### src/rtl/smp_itv_pkg.sv
// Package: shared widths and the setting type for the interval timer.
// Assumes a 4-bit prescale and a 16-bit divider written as 16-bit words.
package smp_itv_pkg;
    localparam int PRE_W  = 4;
    localparam int DIV_W  = 16;
    localparam int WORD_W = 16;

    typedef struct packed {
        logic [PRE_W-1:0] pre;
        logic [DIV_W-1:0] div;
    } itv_cfg_t;
endpackage

### src/rtl/smp_itv_stage.sv
// Staging register: holds the setting written by software as two words.
// Assumes word writes are one-cycle strobes. High-word bits above the
// prescale field are dropped.
module smp_itv_stage
    import smp_itv_pkg::*;
(
    input  logic              clk,
    input  logic              rst_n,
    input  logic              wr_hi,
    input  logic              wr_lo,
    input  logic [WORD_W-1:0] wr_word,
    output itv_cfg_t          staged
);
    logic unused_upper;
    assign unused_upper = ^wr_word[WORD_W-1:PRE_W];

    // Capture prescale and divider words independently.
    always_ff @(posedge clk) begin
        if (!rst_n) begin
            staged.pre <= '0;
            staged.div <= '0;
        end else begin
            if (wr_hi) staged.pre <= wr_word[PRE_W-1:0];
            if (wr_lo) staged.div <= wr_word[DIV_W-1:0];
        end
    end
endmodule

### src/rtl/smp_itv_base.sv
// Base-period strobe: one pulse every BASE_DIV clocks while running.
// Assumes restart realigns the count to the start edge.
module smp_itv_base #(
    parameter int BASE_DIV = 5
) (
    input  logic clk,
    input  logic rst_n,
    input  logic restart,
    input  logic run,
    output logic base_stb
);
    localparam int BCW = (BASE_DIV > 1) ? $clog2(BASE_DIV) : 1;

    generate
        if (BASE_DIV == 1) begin : g_direct
            logic unused_ctl;
            assign unused_ctl = restart ^ clk ^ rst_n;
            assign base_stb   = run;
        end else begin : g_count
            localparam logic [BCW-1:0] LAST = BCW'(BASE_DIV - 1);
            logic [BCW-1:0] cnt;

            // Count clocks modulo BASE_DIV from the start edge.
            always_ff @(posedge clk) begin
                if (!rst_n)       cnt <= '0;
                else if (restart) cnt <= '0;
                else if (run)     cnt <= (cnt == LAST) ? '0 : cnt + 1'b1;
            end

            assign base_stb = run && (cnt == LAST);
        end
    endgenerate
endmodule

### src/rtl/smp_itv_count.sv
// Prescale and divider counters with shadow reload at restart or terminal count.
// Assumes a divider of 0 wraps to a full 2**DIV_W ticks.
module smp_itv_count
    import smp_itv_pkg::*;
(
    input  logic     clk,
    input  logic     rst_n,
    input  logic     restart,
    input  logic     run,
    input  logic     base_stb,
    input  itv_cfg_t staged,
    output logic     terminal
);
    logic [PRE_W-1:0] act_pre;
    logic [PRE_W-1:0] pre_cnt;
    logic [DIV_W-1:0] rem;
    logic             tick;

    assign tick     = run && base_stb && (pre_cnt == act_pre);
    assign terminal = tick && (rem == '0);

    // Advance prescale and divider; reload from the staging copy at boundaries.
    always_ff @(posedge clk) begin
        if (!rst_n) begin
            act_pre <= '0;
            pre_cnt <= '0;
            rem     <= '0;
        end else if (restart) begin
            act_pre <= staged.pre;
            pre_cnt <= '0;
            rem     <= staged.div - 1'b1;
        end else if (run && base_stb) begin
            if (pre_cnt == act_pre) begin
                pre_cnt <= '0;
                if (rem == '0) begin
                    act_pre <= staged.pre;
                    rem     <= staged.div - 1'b1;
                end else begin
                    rem <= rem - 1'b1;
                end
            end else begin
                pre_cnt <= pre_cnt + 1'b1;
            end
        end
    end
endmodule

### src/rtl/smp_interval_timer.sv
// Top: prescaled interval timer with staged two-word setting and start/stop.
// Assumes start and stop are one-cycle strobes; stop has priority.
module smp_interval_timer
    import smp_itv_pkg::*;
#(
    parameter int BASE_DIV = 5
) (
    input  logic              clk,
    input  logic              rst_n,
    input  logic              wr_hi,
    input  logic              wr_lo,
    input  logic [WORD_W-1:0] wr_word,
    input  logic              start,
    input  logic              stop,
    output logic              active,
    output logic              tick_out
);
    itv_cfg_t staged;
    logic     restart;
    logic     base_stb;
    logic     terminal;

    assign restart = start && !stop;

    smp_itv_stage u_stage (
        .clk     (clk),
        .rst_n   (rst_n),
        .wr_hi   (wr_hi),
        .wr_lo   (wr_lo),
        .wr_word (wr_word),
        .staged  (staged)
    );

    smp_itv_base #(.BASE_DIV(BASE_DIV)) u_base (
        .clk      (clk),
        .rst_n    (rst_n),
        .restart  (restart),
        .run      (active),
        .base_stb (base_stb)
    );

    smp_itv_count u_count (
        .clk      (clk),
        .rst_n    (rst_n),
        .restart  (restart),
        .run      (active),
        .base_stb (base_stb),
        .staged   (staged),
        .terminal (terminal)
    );

    // Run flag and registered end-of-period pulse.
    always_ff @(posedge clk) begin
        if (!rst_n) begin
            active   <= 1'b0;
            tick_out <= 1'b0;
        end else begin
            if (stop)       active <= 1'b0;
            else if (start) active <= 1'b1;
            tick_out <= terminal && !stop && !start;
        end
    end
endmodule

### config.mk
export PLATFORM = sky130hd
export DESIGN_NAME = smp_interval_timer
export DESIGN_NICKNAME = d
export VERILOG_FILES = /design/src/rtl/smp_itv_pkg.sv /design/src/rtl/smp_itv_stage.sv /design/src/rtl/smp_itv_base.sv /design/src/rtl/smp_itv_count.sv /design/src/rtl/smp_interval_timer.sv
export SDC_FILE = /design/constraint.sdc
export NUM_CORES = 1
export LEC_CHECK = 0
export BUFFER_PORTS_ARGS = -buffer_cell sky130_fd_sc_hd__clkbuf_2
export CORE_MARGIN = 3
export CORE_UTILIZATION = 55
export DETAILED_ROUTE_END_ITERATION = 10
export HOLD_SLACK_MARGIN = 0.08
export PLACE_DENSITY = 0.75
export SETUP_SLACK_MARGIN = 0.2
export SYNTH_ARGS = -nofsm -noshare
export SYNTH_HDL_FRONTEND = slang
export SYNTH_SLANG_ARGS = --single-unit
### constraint.sdc
create_clock -name clk -period 6.4 [get_ports clk]
set_input_delay 1.28 -clock clk [delete_from_list [all_inputs] [get_ports clk]]
set_output_delay 1.28 -clock clk [all_outputs]
set_load 0.02 [all_outputs]
==> impl_metrics.tcl, run 1 <==
set metrics [dict create \
    status "finished clean" \
    wl_um 5250 \
    synth-main-ff-cell "dfxtp_1" \
    grt_pass1_vias 1903 \
    cts_made_buffers 5 \
    clock-sinks 49 \
    htreeDepth 2 \
    finalMaxSlewViolations 0 \
    wl_met2_um 2280 \
    synth_xor_area_share_pct 6.74 \
    synth.top_cell.area_share_pct 37.7 \
    drive_gt1_share_pct 12.7 \
    ctsHoldBuffers 0 \
    synth_fp_nets 327 \
    syn_area_per_cell_um2 8.69 \
    die_x_um 74.7 \
    synth.ff_latch_count 49 \
    fmax_mhz 379 \
    yosysWarnings 0 \
    die_area_mm2 0.00559 \
    start_util_pct 58.5 \
    grt_setup_unrepaired "no" \
    cts-resized-gates 0 \
    clkLatencyLatePin_ps 300 \
    drc_errors 0 \
    max_slew.worst_pin.slew_ps 954 \
    fin_crit_sh_pct 41.3 \
    die_y_um 74.7 \
    final_nets 342 \
    portBuffers 23 \
    yosys.area.top_type "dfxtp_1" \
    arrival_ps 2890 \
    drtIter0Drc 182 \
    finalSetupViolCount 0 \
    antenna_found_initial 0 \
    synthCells 299 \
    ys_seq_area_share_pct 37.7 \
    start_kind "input pin" \
    hold_violations 0 \
    worstSetupPathType "in2reg" \
    ant_nets 0 \
    cp-end-kind "flop" \
    async_flop_share_pct 0 \
    place_hpwl_um 3690 \
    synth_area_leaders "dfxtp_1 (38%), mux2i_1 (9.6%), nor2b_1 (6.3%)" \
    n_antenna_cell 0 \
    grt_pass1_wl_um 8930 \
    clock_skew_ps 13.5 \
    synth_edf_count 0 \
    vias_per_cell 5.78 \
    gp_congestion 0.859 \
    dr.pass1.iters 4 \
    ys_types 46 \
    synth_compound_area_share_pct 13.2 \
    grt_max_degree 40 \
    syn2layout_area_growth_pct 7.32 \
    worstHoldPathType "reg2reg" \
    final_cell_area_mm2 0.00279 \
    wl_per_cell_um 14.3 \
    ir_drop_mv 0.189 \
    relSlewSlack_pct 35.8 \
    clkTransAtPathRegs_ps 90 \
    power_density_mw_per_mm2 319 \
    cts-root-buf "clkbuf_8" \
    period_needed_ps 2640 \
    clock_path_buffers 2 \
    grt_use_total_pct 20.5 \
    syn_area_mm2 0.00260 \
    yosys.area_share.simple_pct 25.6 \
    fin_cells 367 \
    core_mm2 0.00444 \
    filler_cell_count 398 \
    vias 2121 \
    crit_fanout 14 \
    final.setup.tns_ps 0 \
    synthAdderAreaFrac_pct 2.89 \
    route.met3.wl_um 220 \
    synth_most_common_cell "dfxtp_1" \
    rows 24 \
    synth_top_family_by_area "simple AND/OR/NAND/NOR gates" \
    routed.top_layer "met4" \
    synth_common_cells "dfxtp_1 (49), nor2b_1 (26), mux2i_1 (25)" \
    max_cap_viol_count 0 \
    dp.cells 359 \
    cts_tree "done" \
    wl_met1_um 2700 \
    cp.required_ps 6650 \
    synth.area.mux_share_pct 9.63 \
    pin_count 24 \
    power.leakage_nw 1.13 \
    place_area_mm2 0.00271 \
    grt.overflow.total 0 \
    total_power_uw 889 \
    cts_setup_buffers 0 \
]
## flip-flops by register name, indices dropped and copies added, names as in the netlist
name,cells
tick_out,1
u_base.g_count.cnt,3
u_count.act_pre,4
u_stage.staged,20
active,1
u_count.pre_cnt,4
u_count.rem,16
## area by class of cell
cell class                      instances  area (um^2)  area share, %
Sequential cell                        49          981           35.2
Clock buffer                            8         80.1           2.87
Multi-Input combinational cell        226         1510           54.1
Tap cell                               52         65.1           2.33
Timing Repair Buffer                   24          123           4.40
Inverter                                8         30.0           1.08
## worst max-delay path, cell delays in order
cell      delay [ps]
clkbuf_2          90
nand2b_1         230
o21ai_0          300
nand2_1          430
o31ai_1          380
a22o_1           180
## final timing paths
kind                               start                           end  slack, ps  cells past startpoint
min          u_count.rem[7]$_SDFFE_PN0P_   u_count.rem[7]$_SDFFE_PN0P_        490                      1
max reg2reg  u_count.rem[4]$_SDFFE_PN0P_  u_count.rem[11]$_SDFFE_PN0P_       3920                      6
min reg2reg  u_count.rem[7]$_SDFFE_PN0P_   u_count.rem[7]$_SDFFE_PN0P_        490                      1
max                                 stop  u_count.rem[14]$_SDFFE_PN0P_       3760                      6
## power breakdown
| part | switching (mW) | internal, mW | total [mW] |
|---|---|---|---|
| sequential | 0.0304 | 0.333 | 0.363 |
| combinational | 0.215 | 0.136 | 0.351 |
| clock | 0.0970 | 0.0779 | 0.175 |
## routing by layer
| metal | track usage, % | vias to the layer above |
|---|---|---|
| met4 | 6.52 | 0 |
| met1 | 29.8 | 986 |
| li1 | - | 1086 |
| met2 | 30.4 | 44 |
| met5 | 0 | - |
| met3 | 4.14 | 5 |
## logic make-up (layout without fill, tap and decap cells)
| kind of cell | count (synthesis) | in the layout |
|---|---|---|
| AO/OA/AOI/OAI | 55 | 55 |
| XOR/XNOR | 20 | 20 |
| adder cells (fa/ha/maj) | 6 | 6 |
| buffers and inverters | 24 | 40 |
| flip-flops | 49 | 49 |
| multiplexers | 25 | 25 |
| AND/OR/NAND/NOR | 120 | 120 |
## layout by cell type (no fill, tap or decap), types with 2 or more instances in the layout
cell	n
inv_1	8
xor2_1	9
a21oi_1	16
nor4_1	8
o21a_1	2
mux2i_1	25
clkbuf_1	3
nand4_1	3
o22ai_1	3
o21ai_0	17
nor4b_1	2
nor2_1	14
nor3_1	15
xnor2_1	11
ha_1	6
a22o_1	3
and2_1	2
nand2_1	23
or3_1	3
o2bb2ai_1	4
dfxtp_1	49
nor2b_1	26
clkbuf_8	5
o31ai_1	3
clkbuf_2	23
nand2b_1	5
nand3_1	8
## through the flow
step / setup WS, ps / util [%] / hold WS [ps]
after floorplan: 3930 / - / 434
after global placement: 3610 / 61.0 / 461
after detailed placement: 3500 / 61.0 / 466
after CTS: 3820 / 62.8 / 486
after global routing: 3660 / 62.8 / 489
final: 3760 / 62.8 / 489
Power figures use the tool's default switching activity.
==> inputs of run 2 (changes only) <==
==> constraint.sdc (replaced) <==
create_clock -name clk -period 2.6 [get_ports clk]
set_input_delay 0.52 -clock clk [delete_from_list [all_inputs] [get_ports clk]]
set_output_delay 0.52 -clock clk [all_outputs]
set_load 0.02 [all_outputs]
==> run 2 against run 1 <==
Hold slack got worse by 79 ps. First-iteration DRC count decreased by 16%. Critical endpoint is now u_count.rem[10]$_SDFFE_PN0P_. Power grew to 2.7 times the previous value. Largest cell class unchanged. Cell count rose by 2.5%. Non-clock buffer count up 9. Global-route usage up 0.78 points. Count of clock-buffer cells in the layout fell by 2.
==> impl_metrics.tcl, run 2 (synthesis results as in run 1) <==
set metrics [dict create \
    ctsHoldBuffers 0 \
    rows 24 \
    seqCellArea_um2 981 \
    multiInputGateArea_mm2 0.00153 \
    clock_skew_ps 6.62 \
    grt.overflow.total 0 \
    ir_drop_mv 0.466 \
    crit_buf_inv 1 \
    final_cell_area_mm2 0.00291 \
    dr.pass1.iters 4 \
    cts-root-buf "clkbuf_8" \
    drive_gt1_share_pct 16.7 \
    worstSetupPathType "reg2reg" \
    relSlewSlack_pct 66.5 \
    pin_count 24 \
    comb_power_share_pct 38.0 \
    power_density_mw_per_mm2 812 \
    clock-sinks 49 \
    crit_chain "inv_1, ha_2, or4b_4, or3_4, or4_4, xor2_2, o21ai_2, a32o_2" \
    grt_pass1_vias 2050 \
    crit_path_max_incr_delay_ps 470 \
    arrival_ps 2580 \
    htreeDepth 2 \
    cp.required_ps 2800 \
    finalSetupViolCount 0 \
    cpMaxStageDelayCell "or4b_4" \
    fmax_mhz 421 \
    gp_congestion 0.895 \
    hold_depth 2 \
    worstHoldPathType "in2reg" \
    cts_tree "done" \
    reg.largest.list "u_stage.staged (20), u_count.rem (16)" \
    drtIter0Drc 153 \
    layout_common_cells "dfxtp_1 (49), nor2b_1 (26), mux2i_1 (25)" \
    final.setup.tns_ps 0 \
    start_kind "flop" \
    largest_register_ff_count 20 \
    dp.cells 367 \
    vias 2149 \
    cp-end-kind "flop" \
    post-place-ws_ps 205 \
    cts_made_buffers 5 \
    clock_path_buffers 2 \
    syn2layout_area_growth_pct 12.0 \
    worstHoldEndpoint "tick_out$_SDFF_PN0_" \
    status "finished clean" \
    intPower_mw 1.51 \
    fin_cells 376 \
    ant_nets 0 \
    clkLatencyLatePin_ps 300 \
    r2r-start "u_stage.staged[0]$_SDFFE_PN0P_" \
    wl_um 5320 \
    rrSetupSlack_ps 220 \
    max_cap_viol_count 0 \
    antenna_found_initial 0 \
    max_slew.worst_pin.slew_ps 502 \
    final_nets 351 \
    reg2regPathDepth 8 \
    top_register "u_stage.staged" \
    drc_errors 0 \
    final_common_cell "dfxtp_1" \
    cp_top_family "simple AND/OR/NAND/NOR gates" \
    power.leakage_nw 1.19 \
    die_y_um 74.7 \
    clkTransAtPathRegs_ps 90 \
    grt_pass1_wl_um 9360 \
    die_area_mm2 0.00559 \
    vias_per_cell 5.72 \
    place_area_mm2 0.00277 \
    grt_setup_unrepaired "yes" \
    p_sw_share_pct 36.1 \
    core_mm2 0.00444 \
    filler_cell_count 389 \
    finalMaxSlewViolations 0 \
    r2r_end "u_count.rem[10]$_SDFFE_PN0P_" \
    period_needed_ps 2380 \
    pwr-share-seq_pct 37.8 \
    clkPwrFrac_pct 24.2 \
    fin_crit_sh_pct 91.4 \
    p_sw_uw 852 \
    hold_violations 0 \
    crit_fanout 5 \
    place_hpwl_um 3840 \
    total_power_mw 2.36 \
    portBuffers 23 \
    worst_hold_startpoint "start" \
    worst_slack_ps 223 \
    n_antenna_cell 0 \
    start_util_pct 58.5 \
    grt_use_total_pct 21.3 \
    wl_per_cell_um 14.1 \
    die_x_um 74.7 \
    grt_max_degree 35 \
]
run 2: repair_timing:
action,in CTS,in global routing
pin swaps,0,1
endpoints found under the setup margin,1,3
gates resized for setup,1,2
setup buffers,0,1
cloned,0,0
run 2: power groups by stage:
stage	Sequential (mW)	Combinational [mW]	Clock [mW]
after floorplan	0.888	0.725	0
after global placement	0.904	0.866	0
after detailed placement	0.907	0.879	0
after CTS	0.891	0.887	0.585
after global routing	0.904	1.02	0.609
final	0.893	0.898	0.572
run 2: final cells by class:
cell class	count	area share, %
multi-input cells	226	52.4
repair buffers	33	6.53
inverters	8	1.03
flip-flops and latches	49	33.7
clock inverters	2	1.29
well taps	52	2.23
clock buffers	6	2.84
run 2: layer usage:
metal / routed length [um] / share of wire, % / track usage (%) / vias to the layer above
met5: 0 / 0 / 0 / -
met4: 96 / 1.8 / 7.31 / 0
met3: 243 / 4.6 / 4.94 / 9
met2: 2380 / 45 / 33.3 / 53
met1: 2600 / 49 / 28.9 / 992
li1: - / - / - / 1095
run 2: worst max path at each step:
stage                                   startpoint                           end  slack [ps]  cells after the start
floorplan           u_stage.staged[0]$_SDFFE_PN0P_  u_count.rem[10]$_SDFFE_PN0P_         310                      8
global placement    u_stage.staged[0]$_SDFFE_PN0P_  u_count.rem[10]$_SDFFE_PN0P_         260                      8
detailed placement  u_stage.staged[0]$_SDFFE_PN0P_  u_count.rem[10]$_SDFFE_PN0P_         200                      8
CTS                 u_stage.staged[0]$_SDFFE_PN0P_  u_count.rem[10]$_SDFFE_PN0P_         210                      8
global route        u_stage.staged[0]$_SDFFE_PN0P_  u_count.rem[10]$_SDFFE_PN0P_         150                      8
finish              u_stage.staged[0]$_SDFFE_PN0P_  u_count.rem[10]$_SDFFE_PN0P_         220                      8
run 2: worst reg2reg max path: cells and delay by family (launching register included):
| family | cells | cell delay, ps |
|---|---|---|
| AOI/OAI and AO/OA | 2 | 270 |
| xor gates and xnor gates | 1 | 160 |
| adders and majority gates | 1 | 180 |
| buffers and inverters | 1 | 80 |
| DFF | 1 | 330 |
| and+or+nand+nor | 3 | 1280 |
run 2: metrics by stage:
step / utilization, % / hold slack [ps]
2_1_floorplan: - / 434
3_3_place_gp: 62.3 / 462
3_5_place_dp: 62.3 / 467
4_1_cts: 65.2 / 399
5_1_grt: 65.5 / 399
6_report: 65.5 / 410
==> inputs of run 3 (changes only) <==
--- a/config.mk
+++ b/config.mk
@@ -7,10 +7,9 @@
 export LEC_CHECK = 0
 export BUFFER_PORTS_ARGS = -buffer_cell sky130_fd_sc_hd__clkbuf_2
 export CORE_MARGIN = 3
-export CORE_UTILIZATION = 55
+export CORE_UTILIZATION = 30
 export DETAILED_ROUTE_END_ITERATION = 10
 export HOLD_SLACK_MARGIN = 0.08
-export PLACE_DENSITY = 0.75
 export SETUP_SLACK_MARGIN = 0.2
 export SYNTH_ARGS = -nofsm -noshare
 export SYNTH_HDL_FRONTEND = slang
==> run 3 against run 2 <==
Routed wire length is 6.4% higher. Clock skew is 1.6 ps higher. Power hardly changed. Sequential power hardly changed. Count of clock-buffer cells in the layout is 1 lower. Critical path depth stayed put. Die area is 76% higher. Non-clock buffer count is 1 lower. Highest routed layer unchanged.
==> impl_metrics.tcl, run 3 (synthesis results as in run 1) <==
set metrics [dict create \
    start_util_pct 31.3 \
    post-place-ws_ps 185 \
    grt.overflow.total 0 \
    relSlewSlack_pct 65.9 \
    die_area_mm2 0.00981 \
    drive_gt1_share_pct 16.7 \
    hold_violations 0 \
    rows 33 \
    max_slew.worst_pin.slew_ps 511 \
    largest_register_ff_count 20 \
    final_cell_area_mm2 0.00296 \
    dp.cells 420 \
    cp-end-kind "flop" \
    fin_cells 428 \
    clock_path_buffers 2 \
    gp_congestion 0.820 \
    top_register "u_stage.staged" \
    layout_common_cells "dfxtp_1 (48), nor2b_1 (26), mux2i_1 (25)" \
    wl_per_cell_um 13.2 \
    grt_pass1_wl_um 9920 \
    intPower_mw 1.49 \
    cts_tree "done" \
    ir_drop_mv 0.341 \
    fmax_mhz 418 \
    grt_setup_unrepaired "yes" \
    die_x_um 99.1 \
    antenna_found_initial 0 \
    clock_skew_ps 8.23 \
    portBuffers 23 \
    worst_slack_ps 207 \
    cts-root-buf "clkbuf_8" \
    period_needed_ps 2390 \
    die_y_um 99.1 \
    fin_crit_sh_pct 92.1 \
    worstHoldPathType "in2reg" \
    crit_fanout 5 \
    core_mm2 0.00830 \
    reg.largest.list "u_stage.staged (20), u_count.rem (16)" \
    pin_count 24 \
    comb_power_share_pct 38.7 \
    vias_per_cell 4.92 \
    start_kind "flop" \
    cts_made_buffers 5 \
    clkTransAtPathRegs_ps 100 \
    cp.required_ps 2800 \
    dr.pass1.iters 4 \
    arrival_ps 2600 \
    vias 2107 \
    p_sw_uw 868 \
    ant_nets 0 \
    syn2layout_area_growth_pct 13.9 \
    final.setup.tns_ps 0 \
    n_antenna_cell 0 \
    clock-sinks 49 \
    drtIter0Drc 109 \
    place_area_mm2 0.00284 \
    worstSetupPathType "reg2reg" \
    grt_pass1_vias 2063 \
    fin_hold_ws_ps 421 \
    power.leakage_nw 1.18 \
    clkLatencyLatePin_ps 300 \
    p_sw_share_pct 36.7 \
    place_hpwl_um 4220 \
    max_cap_viol_count 0 \
    clkPwrFrac_pct 23.4 \
    power_density_mw_per_mm2 799 \
    pwr-share-seq_pct 37.9 \
    drc_errors 0 \
    final_common_cell "dfxtp_1" \
    grt_max_degree 25 \
    status "finished clean" \
    grt_use_total_pct 12.1 \
    wl_um 5660 \
    htreeDepth 2 \
    finalMaxSlewViolations 0 \
    finalSetupViolCount 0 \
    final_nets 350 \
]
[run 3: cell count changes in the layout (fill, tap and decap cells not counted)]
cell        delta
buf_4          -1
clkbuf_8       -1
clkinv_2       +1
clkinvlp_4     -1
dfxtp_1        -1
dfxtp_2        +1
inv_6          +1
nor2_2         +1
nor2_4         -1
[run 3: layout make-up]
class | count | area, um^2
fill | 833 | 5340
multi-input combinational | 226 | 1520
sequential | 49 | 982
timing repair buffer | 32 | 183
tap | 105 | 131
clock buffer | 5 | 68.8
clock inverter | 3 | 43.8
inverter | 8 | 30.0
[run 3: layer usage]
metal,GRT usage (%),part of all wire [%],vias to the layer above
li1,-,-,1100
met1,16.9,50,960
met2,18.8,44,36
met3,1.77,3.0,11
met4,5.04,2.1,0
met5,0,0,-
[run 3: critical path: stages (launching register included)]
cell	delay, ps
dfxtp_2	340
inv_1	70
ha_2	180
or4b_4	470
or3_4	370
or4_4	440
xor2_2	150
o21ai_2	60
a32o_2	210
[run 3: path summary, 6_finish.rpt]
path                                                     start                            to  slack, ps  cells past startpoint
worst min-delay path                                     start           tick_out$_SDFF_PN0_        420                      2
worst max-delay path            u_stage.staged[0]$_SDFFE_PN0P_  u_count.rem[10]$_SDFFE_PN0P_        210                      8
worst min register to register     u_count.rem[7]$_SDFFE_PN0P_   u_count.rem[7]$_SDFFE_PN0P_        490                      1
worst max register to register  u_stage.staged[0]$_SDFFE_PN0P_  u_count.rem[10]$_SDFFE_PN0P_        210                      8
[run 3: metrics by stage]
step                      util, %  power, mW
after floorplan                 -       1.61
after global placement       34.2       1.80
after CTS                    35.6       2.37
after detailed placement     34.2       1.81
after global routing         35.7       2.54
final                        35.7       2.36
[run 3: power by group through the flow]
stage | logic, mW | clock network [mW] | registers (mW)
after floorplan | 0.725 | 0 | 0.888
after global placement | 0.897 | 0 | 0.906
after detailed placement | 0.902 | 0 | 0.908
after CTS | 0.907 | 0.569 | 0.893
after global routing | 1.03 | 0.604 | 0.906
final | 0.914 | 0.554 | 0.895
[run 3: repair_timing]
item / in CTS / in global routing
pin swaps: 0 / 0
gates resized for setup: 1 / 2
hold buffers: 0 / 0
setup buffers: 0 / 0
endpoints found under the setup margin: 1 / 1
